**src/rtl/mcast_hash_filter.sv**
```systemverilog
module mcast_hash_filter #(
  parameter int NUM_WORDS = 4,
  parameter int WORD_W    = 32,
  parameter int SEL_W     = 3
) (
  input  logic              clk,
  input  logic              rst_n,
  input  logic              byte_valid,
  input  logic              byte_sof,
  input  logic [7:0]        byte_data,
  input  logic              reg_we,
  input  logic [SEL_W-1:0]  reg_sel,
  input  logic [WORD_W-1:0] reg_wdata,
  input  logic              coma,
  input  logic              uni_en,
  input  logic              hash_en,
  input  logic              all_mcast,
  output logic              dec_valid,
  output logic              dec_accept
);
  localparam int          ADDR_BYTES = 6;
  localparam int          ADDR_W     = 8 * ADDR_BYTES;
  localparam int          TABLE_BITS = NUM_WORDS * WORD_W;
  localparam int          IDX_W      = $clog2(TABLE_BITS);
  localparam int          IDX_TOP    = 29;
  localparam int          CNT_W      = $clog2(ADDR_BYTES + 1);
  localparam int          HI_W       = ADDR_W - 32;
  localparam int          SEL_HI     = NUM_WORDS;
  localparam int          SEL_LO     = NUM_WORDS + 1;
  localparam logic [31:0] POLY       = 32'h04C11DB7;

  function automatic logic [31:0] crc_byte(input logic [31:0] c, input logic [7:0] d);
    logic [31:0] r;
    r = c;
    for (int i = 0; i < 8; i++)
      r = {r[30:0], 1'b0} ^ ((r[31] ^ d[i]) ? POLY : 32'h0);
    return r;
  endfunction

  logic [WORD_W-1:0]     hash_w [NUM_WORDS];
  logic [TABLE_BITS-1:0] hash_flat;
  logic [HI_W-1:0]       st_hi;
  logic [31:0]           st_lo;
  logic [31:0]           crc_q;
  logic [ADDR_W-9:0]     addr_q;
  logic [CNT_W-1:0]      cnt_q;

  wire wr_ok      = reg_we && !coma;
  wire take_first = byte_valid && byte_sof;
  wire take_next  = byte_valid && !byte_sof && (cnt_q != '0);
  wire last_byte  = take_next && (cnt_q == CNT_W'(ADDR_BYTES - 1));

  wire [31:0]       crc_nx  = crc_byte(take_first ? 32'hFFFF_FFFF : crc_q, byte_data);
  wire [ADDR_W-1:0] addr_nx = {addr_q, byte_data};
  wire [IDX_W-1:0]  idx     = crc_nx[IDX_TOP -: IDX_W];
  wire              is_mc   = addr_nx[ADDR_W-8];
  wire              is_bc   = &addr_nx;
  wire              hit     = hash_flat[idx];
  wire              st_eq   = addr_nx == {st_hi, st_lo};
  wire              verdict = is_bc || (is_mc ? (all_mcast || !hash_en || hit)
                                              : (!uni_en || st_eq));

  for (genvar w = 0; w < NUM_WORDS; w++) begin : g_word
    always_ff @(posedge clk or negedge rst_n)
      if (!rst_n)                               hash_w[w] <= '0;
      else if (wr_ok && reg_sel == SEL_W'(w))   hash_w[w] <= reg_wdata;
    assign hash_flat[w*WORD_W +: WORD_W] = hash_w[w];
  end

  always_ff @(posedge clk or negedge rst_n)
    if (!rst_n) begin
      st_hi <= '0;
      st_lo <= '0;
    end else if (!uni_en) begin
      st_hi <= '0;
      st_lo <= '0;
    end else if (wr_ok) begin
      if (reg_sel == SEL_W'(SEL_HI)) st_hi <= reg_wdata[HI_W-1:0];
      if (reg_sel == SEL_W'(SEL_LO)) st_lo <= reg_wdata[31:0];
    end

  always_ff @(posedge clk or negedge rst_n)
    if (!rst_n) begin
      crc_q      <= '1;
      addr_q     <= '0;
      cnt_q      <= '0;
      dec_valid  <= 1'b0;
      dec_accept <= 1'b0;
    end else begin
      if (take_first || take_next) begin
        crc_q  <= crc_nx;
        addr_q <= addr_nx[ADDR_W-9:0];
      end
      if (take_first)      cnt_q <= CNT_W'(1);
      else if (last_byte)  cnt_q <= '0;
      else if (take_next)  cnt_q <= cnt_q + CNT_W'(1);
      dec_valid  <= last_byte;
      dec_accept <= last_byte && verdict;
    end
endmodule

```
**config.mk**
```make
export PLATFORM = sky130hd
export DESIGN_NAME = mcast_hash_filter
export DESIGN_NICKNAME = d
export VERILOG_FILES = /design/src/rtl/mcast_hash_filter.sv
export SDC_FILE = /design/constraint.sdc
export NUM_CORES = 1
export LEC_CHECK = 0
export BUFFER_PORTS_ARGS = -buffer_cell sky130_fd_sc_hd__buf_4
export CAP_MARGIN = 20
export CELL_PAD_IN_SITES_DETAIL_PLACEMENT = 1
export CELL_PAD_IN_SITES_GLOBAL_PLACEMENT = 2
export CORE_MARGIN = 4
export CORE_UTILIZATION = 42
export CTS_CLUSTER_SIZE = 8
export DETAILED_ROUTE_END_ITERATION = 10
export PLACE_DENSITY_LB_ADDON = 0.15
export SYNTH_ARGS = -nofsm -noshare
export SYNTH_HDL_FRONTEND = slang
export SYNTH_SLANG_ARGS = --single-unit
```
**constraint.sdc**
```tcl
create_clock -name clk -period 3.7 [get_ports clk]
set_input_delay 0 -clock clk [delete_from_list [all_inputs] [get_ports clk]]
set_output_delay 0 -clock clk [all_outputs]
set_load 0.005 [all_outputs]
```
==> results of run 1 <==
==> sequential cells by signal, summed over array words and instances, names as in the netlist <==
name	cells
hash_flat	128
addr_q	40
crc_q	32
st_lo	32
st_hi	16
cnt_q	3
dec_accept	1
dec_valid	1
==> area by class of cell <==
class,count,area (µm²)
Clock buffer,54,1020
Clock inverter,2,36.3
Fill cell,3125,14700
Inverter,8,30.0
Multi-Input combinational cell,793,6070
Sequential cell,253,6370
Tap cell,390,488
Timing Repair Buffer,123,1080
==> critical path, stage by stage, from the launching register on <==
cell and delay (ns):
dfstp_2 0.57, xor2_2 0.18, nand2_2 0.11, xnor2_4 0.21
xnor2_4 0.75, buf_4 0.29, mux4_1 0.28, mux4_2 0.49
mux2i_1 0.16, o22a_1 0.16, a31oi_1 0.08
==> where the power goes <==
part	internal [µW]	switching, µW
clock	1900	1220
combinational	3310	3470
sequential	3650	729
total	8850	5410
==> placed cells by master (no fill, tap or decap), types with 4 or more instances in the layout <==
cell type | netlist | final
nor4_1 | 15 | 15
o21ai_0 | 19 | 19
mux4_1 | 11 | 11
dfrtp_1 | 221 | 221
a21boi_0 | 49 | 49
dlygate4sd3_1 | 0 | 44
clkbuf_1 | 50 | 15
mux4_2 | 21 | 21
xor2_1 | 72 | 71
inv_1 | 8 | 8
nand2_1 | 245 | 244
xnor2_4 | 4 | 4
nor2_1 | 64 | 61
xnor2_1 | 47 | 47
nor2b_1 | 4 | 4
dfstp_2 | 32 | 32
clkbuf_16 | 0 | 38
o22ai_1 | 5 | 5
mux2_2 | 129 | 129
mux2i_1 | 33 | 33
a211o_1 | 8 | 8
a31oi_1 | 4 | 4
nand4_1 | 15 | 15
a21oi_1 | 19 | 19
buf_4 | 7 | 75
==> synth_stat cells (all sizes together) <==
master / count
nand2: 246
dfrtp: 221
mux2: 129
xor2: 74
nor2: 65
xnor2: 53
clkbuf: 50
a21boi: 49
mux2i: 33
dfstp: 32
mux4: 32
o21ai: 20
a21oi: 19
buf: 18
nand4: 15
nor4: 15
a211o: 8
inv: 8
o22ai: 5
a31oi: 4
nor2b: 4
ha: 3
nand3: 3
nor3: 3
nor3b: 3
a211oi: 2
a2111o: 1
and2: 1
nand4b: 1
o21a: 1
o22a: 1
o31a: 1
o41ai: 1
or3: 1
==> per-layer routing <==
layer / up-vias / wire, µm
met5: - / 0
met4: 0 / 849
met3: 50 / 1240
met2: 136 / 17500
met1: 4477 / 17000
li1: 4025 / -
==> stage by stage <==
| step | utilization (%) | worst slack (ns) | total power, µW |
|---|---|---|---|
| finish | 50.7 | 0.276 | 14300 |
| detailed placement | 45.6 | 0.274 | 11200 |
| global placement | 45.6 | 0.352 | 11000 |
| CTS | 50.6 | 0.254 | 14400 |
| floorplan | - | 0.729 | 9320 |
| global route | 50.7 | 0.124 | 15200 |
==> logic make-up after synthesis <==
group,share of synthesized area [%]
xor gates and xnor gates,9.66
and+or+nand+nor,11.5
adders and majority gates,0.295
AOI/OAI and AO/OA,5.89
buffers and inverters,2.57
DFF,50.1
muxes,20.0
==> path summary, 6_finish.rpt <==
check / from / to / cells after the start
worst max-delay path: crc_q[25] / dec_accept / 10
worst min-delay path: reg_sel[1] / st_hi[15] / 5
worst max register to register: crc_q[25] / dec_accept / 10
worst min register to register: crc_q[0] / crc_q[0] / 2
max in group asynchronous: rst_n / hash_flat[97] / 3
min in group asynchronous: rst_n / addr_q[26] / 2
==> what timing repair did <==
| item | in CTS | in global routing |
|---|---|---|
| resized for setup | 0 | 0 |
| hold endpoints to repair | 304 | 0 |
| hold buffers | 44 | 0 |
==> impl_metrics.toml, run 1 <==
[critical_path]
reg2reg_slack_ns = 0.28
critical_path_class = "register to register"
start_kind = "register"
cp_data_required_time_ns = 4.08
critPathCaptureType = "register"
cp_max_fo = 17
worst-endpoint-arrival_ns = 3.80

[sta]
rsz0062_at_grt = "false"
holdWs_ns = 0.0555
fin_crit_ns = 3.42
fin_tns_setup_ns = 0
hold_viol_final = 0
fin_skew_ns = 0.0194
fmax_mhz = 292
maxSlewHeadroom_pct = 33.6
setup_violations = 0
slew_violations = 0
worstMarginPinSlew_ns = 0.997
finalCritPeriodShare_pct = 92.5

[global_routing]
grt_pass1_wl_um = 57700
top_usage_layer = "met2"
grt_util_met3_pct = 2.97
gr-total-overflow = 0
grt_usage_pct = 22.5
met2_usage_pct = 35.8
grt_max_degree = 123
use_met1_pct = 32.8
antenna_found_initial = 0
grt_pass1_vias = 9305

[route]
drc_errors = 0
routedWlPerCell_um = 22.6
drt_iter0_drc = 569
final_antenna_net_count = 0
vias = 8688
vias_per_cell = 5.35
drt_wl_total_um = 36600
drtPass1Iterations = 4

[power_and_ir_drop]
worst_ir_drop_vdd_mv = 0.549
p_leak_uw = 0.00672
p_per_area_mw_per_mm2 = 945

[yosys]
ys_types = 45
synth_top_cell_by_area = "dfrtp_1"
synth_area_mm2 = 0.0127
yosysWarningCount = 0
synth_fp_nets = 1177
yosysTopAreaCellShare_pct = 43.5
ys_seq_area_share_pct = 50.1
synth_area_leaders = "dfrtp_1 (43%), mux2_2 (11%), nand2_1 (7.2%), dfstp_2 (6.6%), xor2_1 (5.0%)"
ys_ff_latch = 253
synth_cells = 1122
syn_avg_cell_area_um2 = 11.3

[die]
die_h_um = 182
start_util_pct = 42.7
pin_count = 54
fp-row-count = 63
die_w_um = 182
die_area_mm2 = 0.0331
core_mm2 = 0.0298

[cells_and_area]
fin_nets = 1271
post-route-cell-area_mm2 = 0.0151
syn2layout_area_growth_pct = 18.6
antenna_cells = 0
drive_above_1_share_pct = 26.0
stdcell_count = 1623

[placement]
routabilityCongestion = 0.820
io_buffers = 53
hpwl_um = 24900
dp_cells = 1522
place_area_mm2 = 0.0136

[run_status]
status = "completed"

[cts]
clock-root-buffer = "clkbuf_16"
post-cts-setup-buffer-count = 0
clk_pin_slew_ns = 0.06
clockBufferDepth = 3
htreeDepth = 2
clkLatencyLatePin_ns = 0.52
cts_sinks = 253
cts_buffers = 37
tritoncts = "built"

[hold_path]
hp-class = "primary input to register"

[run]
cap_violations = 0
(Power assumes the default switching activity.)
==> run 2, diff against run 1 <==
- REMOVE_ABC_BUFFERS: default -> 1
==> run 2 against run 1 <==
Clock power about the same. Register-to-register slack worse by 0.07 ns. Global-route usage is essentially flat. Critical path depth up 1. Non-clock buffer count rose by 4. Cell count increased by 0.12%. Combinational power rose by 2%. Sequential power about the same. Sequential cell count stayed put. Die area unchanged. Worst setup slack worse by 0.067 ns. First-iteration DRC count down 20%.
==> impl_metrics.toml, run 2 (synthesis results as in run 1) <==
[global_routing]
top_usage_layer = "met2"
grt_pass1_wl_um = 58200
grt_usage_pct = 22.5
met2_usage_pct = 36.3
antenna_found_initial = 0
grt_util_met3_pct = 2.71
use_met1_pct = 33.0
gr-total-overflow = 0
grt_pass1_vias = 9481
grt_max_degree = 113

[cts]
clockBufferDepth = 3
clkLatencyLatePin_ns = 0.51
htreeDepth = 2
cts_resized = 0
clk_pin_slew_ns = 0.05
cts_sinks = 253
clock-root-buffer = "clkbuf_16"
tritoncts = "built"
cts_buffers = 37

[power_and_ir_drop]
finalPower_uw = 14400
p_leak_uw = 0.00674
p_per_area_mw_per_mm2 = 952
worst_ir_drop_vdd_mv = 0.449

[placement]
routabilityCongestion = 0.825
dp_cells = 1521
hpwl_um = 24700
io_buffers = 53

[critical_path]
critPathCaptureType = "register"
cp_max_fo = 13
crit_top_cell = "mux2i_1"
cpPeakStageDelay_ns = 0.62
critical_path_class = "register to register"
start_kind = "register"
rr_worst_depth = 11
worst-endpoint-arrival_ns = 3.87
crit_path_cell_trace = "xor2_2 > nand2_2 > xnor2_4 > xnor2_4 > buf_16 > mux4_1 > mux2i_1 > mux2i_1 > mux2i_1 > o22a_1 > a31oi_1"
cp_slowest_cell = "dfstp_2"
cp_data_required_time_ns = 4.08

[sta]
hold_viol_final = 0
fin_crit_ns = 3.49
slew_violations = 0
maxSlewHeadroom_pct = 40.4
holdWs_ns = 0.0540
fin_skew_ns = 0.00945
setup_violations = 0
finalCritPeriodShare_pct = 94.3
fin_tns_setup_ns = 0
rsz0062_at_grt = "false"
fmax_mhz = 287
worstMarginPinSlew_ns = 0.887

[cells_and_area]
largest_reg_flops = 128
drive_above_1_share_pct = 25.8
antenna_cells = 0
stdcell_count = 1625
final_common_cell = "nand2_1"
final_util_pct = 50.8
final_cell_mix = "nand2_1 (244), dfrtp_1 (221), mux2_2 (129)"
fin_nets = 1275
syn2layout_area_growth_pct = 19.0
n_fill_cell = 3131

[route]
vias = 8689
drc_errors = 0
routedWlPerCell_um = 22.4
drtPass1Iterations = 5
drt_wl_total_um = 36400
final_antenna_net_count = 0
drt_iter0_drc = 455
vias_per_cell = 5.35

[hold_path]
hp-class = "primary input to register"
hold_path_depth = 5

[run_status]
status = "completed"

[run]
cap_violations = 0

[die]
die_h_um = 182
fp-row-count = 63
pin_count = 54
die_w_um = 182
core_mm2 = 0.0298
die_area_mm2 = 0.0331
start_util_pct = 42.7
[run 2: routing by layer]
metal	part of all wire, %	vias up
met3	3.0	51
met2	47	129
met5	0	-
li1	-	4028
met1	48	4481
met4	1.9	0
[run 2: per-stage QoR]
stage | instance area, µm² | setup slack (ns)
after floorplan | 12400 | -0.293
after global placement | 13600 | 0.191
after detailed placement | 13600 | -0.00148
after CTS | 15100 | 0.00719
after global routing | 15100 | 0.0349
final | 15100 | 0.210
[run 2: path summary, 6_finish.rpt]
check | start | end | slack [ns]
worst max-delay path | crc_q[31] | dec_accept | 0.21
worst min-delay path | reg_sel[2] | st_hi[4] | 0.05
worst max register to register | crc_q[31] | dec_accept | 0.21
worst min register to register | crc_q[0] | crc_q[0] | 0.46
max in group asynchronous | rst_n | crc_q[29] | 2.48
min in group asynchronous | rst_n | addr_q[37] | 0.14
[run 2: worst max-delay path: cells and delay by family, from the launching register on]
| family | cells | cell delay, ns |
|---|---|---|
| simple gates | 1 | 0.12 |
| xor+xnor | 3 | 0.98 |
| flops | 1 | 0.62 |
| mux | 4 | 1.13 |
| compound gates | 2 | 0.25 |
| buf+inv | 1 | 0.23 |
[run 2: what timing repair did]
action | CTS | global route
hold buffers | 49 | 0
setup endpoints to repair | 1 | 0
hold endpoints to repair | 304 | 0
setup buffers | 0 | 0
[run 2: power breakdown]
| group | total [µW] | internal [µW] | switching, µW |
|---|---|---|---|
| Combinational | 6910 | 3380 | 3520 |
| Sequential | 4390 | 3650 | 740 |
| Clock | 3120 | 1890 | 1230 |
[run 2: area by class of cell]
| type | instances | area, µm² | share of cell area (%) |
|---|---|---|---|
| sequential | 253 | 6370 | 42.1 |
| multi-input combinational | 793 | 6070 | 40.1 |
| timing repair buffer | 127 | 1130 | 7.46 |
| clock buffer | 52 | 1010 | 6.70 |
| tap | 390 | 488 | 3.22 |
| clock inverter | 2 | 36.3 | 0.240 |
| inverter | 8 | 30.0 | 0.198 |
==> run 3, diff against run 2 <==
- CORE_UTILIZATION: 42 -> 44
- CTS_BUF_LIST: default -> sky130_fd_sc_hd__clkbuf_2
- SLEW_MARGIN: default -> 20
==> run 3 against run 2 <==
Via count grew 8.7%. Cell count grew 8.0%. Combinational power hardly changed. Worst hold slack improved by 0.022 ns.
==> impl_metrics.toml, run 3 (synthesis results as in run 1) <==
[critical_path]
worst-endpoint-arrival_ns = 4.17
cp_max_fo = 12
crit_top_cell = "mux2i_1"
cpPeakStageDelay_ns = 0.62
reg2reg_slack_ns = 0.29
reg2reg_from = "crc_q[30]"
r2r_end = "dec_accept"
crit_path_cell_trace = "xnor2_1 > nor2_4 > xnor2_4 > xnor2_4 > buf_4 > mux4_2 > mux2i_1 > mux2i_1 > mux2i_1 > o22a_1 > a31oi_1"
critical_path_class = "register to register"
cp_slowest_cell = "xnor2_4"
critPathCaptureType = "register"
rr_worst_depth = 11
cp_data_required_time_ns = 4.45
start_kind = "register"

[cts]
clock-root-buffer = "clkbuf_2"
clk_pin_slew_ns = 0.14
htreeDepth = 3
clockBufferDepth = 3
post-cts-setup-buffer-count = 0
cts_sinks = 253
clkLatencyLatePin_ns = 0.89
tritoncts = "built"
cts_buffers = 73

[power_and_ir_drop]
p_per_area_mw_per_mm2 = 872
power.share.clock_pct = 16.3
seq_power_share_pct = 32.6
power_frac_comb_pct = 51.2
p_sw_uw = 5550
switching_share_pct = 41.2
worst_ir_drop_vdd_mv = 0.614
power.internal_uw = 7910
finalPower_uw = 13500
p_leak_uw = 0.00704

[global_routing]
grt_usage_pct = 25.9
grt_max_degree = 84
antenna_found_initial = 1
gr-total-overflow = 0
grt_pass1_wl_um = 62100
grt_pass1_vias = 10200

[route]
vias_per_cell = 5.38
routedWlPerCell_um = 22.5
drt_wl_total_um = 39400
vias = 9445
drc_errors = 0
final_antenna_net_count = 0
drtPass1Iterations = 4
drt_iter0_drc = 484

[die]
die_w_um = 178
fp-row-count = 61
start_util_pct = 45.2
die_h_um = 178
die_area_mm2 = 0.0317
core_mm2 = 0.0282
pin_count = 54

[sta]
fin_tns_setup_ns = 0
worstMarginPinSlew_ns = 0.974
fin_crit_ns = 3.41
fin_skew_ns = 0.106
rsz0062_at_grt = "false"
slew_violations = 0
setup_violations = 0
finalCritPeriodShare_pct = 92.3
maxSlewHeadroom_pct = 34.5
fmax_mhz = 293
hold_viol_final = 0

[hold_path]
whs_endpoint = "crc_q[20]"
hold_path_depth = 4
hold_start = "byte_data[3]"
hp-class = "primary input to register"

[cells_and_area]
n_fill_cell = 2998
drive_above_1_share_pct = 28.7
final_common_cell = "nand2_1"
final_util_pct = 54.8
post-route-cell-area_mm2 = 0.0154
syn2layout_area_growth_pct = 21.3
stdcell_count = 1755
final_cell_mix = "nand2_1 (244), dfrtp_1 (221), mux2_2 (129)"
fin_nets = 1380
largest_reg_flops = 128

[run_status]
status = "completed"

[placement]
io_buffers = 53
hpwl_um = 25200
dp_cells = 1511
routabilityCongestion = 0.850
place_area_mm2 = 0.0136

[run]
cap_violations = 0
==> run 3: cell types whose count changed in the layout (fill, tap and decap cells not counted), moves of 2 or more <==
cell	change
clkbuf_2	+104
dlygate4sd3_1	+67
clkbuf_16	-38
clkbuf_1	-13
clkinv_1	+11
clkinv_2	+4
buf_4	+2
bufinv_16	+2
diode_2	+2
==> run 3: how the worst max path moves through the flow <==
stage	end	cells after the start	from
after global placement	dec_accept	10	crc_q[31]
after global routing	dec_accept	10	crc_q[31]
after floorplan	dec_accept	10	crc_q[27]
final	dec_accept	11	crc_q[30]
after detailed placement	dec_accept	10	crc_q[31]
after CTS	dec_accept	10	crc_q[31]
==> run 3: power by group through the flow <==
stage / Clock (µW) / Combinational, µW / Sequential, µW
global route: 2410 / 7520 / 4480
floorplan: 0 / 5030 / 4110
finish: 2190 / 6890 / 4390
CTS: 2250 / 6920 / 4380
global placement: 0 / 6610 / 4410
detailed placement: 0 / 6770 / 4430
==> run 3: cell type report <==
type | count | area (µm²) | area share (%)
well taps | 378 | 473 | 3.06
clock buffers | 104 | 520 | 3.37
clock inverters | 21 | 150 | 0.973
inverters | 8 | 30.0 | 0.195
flip-flops and latches | 253 | 6370 | 41.3
repair buffers | 196 | 1810 | 11.8
multi-input cells | 793 | 6070 | 39.3
diodes | 2 | 5.00 | 0.0324
==> run 3: timing repair <==
action | CTS | global route
hold buffers | 117 | 0
endpoints found under the hold margin | 462 | 0
endpoints found under the setup margin | 0 | 1
resized for setup | 0 | 0
==> run 3: layer usage <==
metal,vias up,track usage [%],wire [µm]
met3,80,4.98,1840
met5,-,0,0
met1,4845,36.1,17800
met4,0,8.93,1230
li1,4289,-,-
met2,231,40.7,18600
==> run 3: critical path: cells and delay by family (launching register included) <==
family / cells / cell delay, ns
flops: 1 / 0.60
simple gates: 1 / 0.08
buf+inv: 1 / 0.37
xor+xnor: 3 / 0.98
compound gates: 2 / 0.24
mux: 4 / 1.00
==> run 3: through the flow <==
stage | worst slack [ns] | hold slack [ns]
5_1_grt | 0.0252 | 0.0366
3_3_place_gp | 0.338 | 0.101
2_1_floorplan | -0.293 | -0.296
3_5_place_dp | 0.213 | 0.109
4_1_cts | 0.261 | 0.000404
6_report | 0.286 | 0.0759
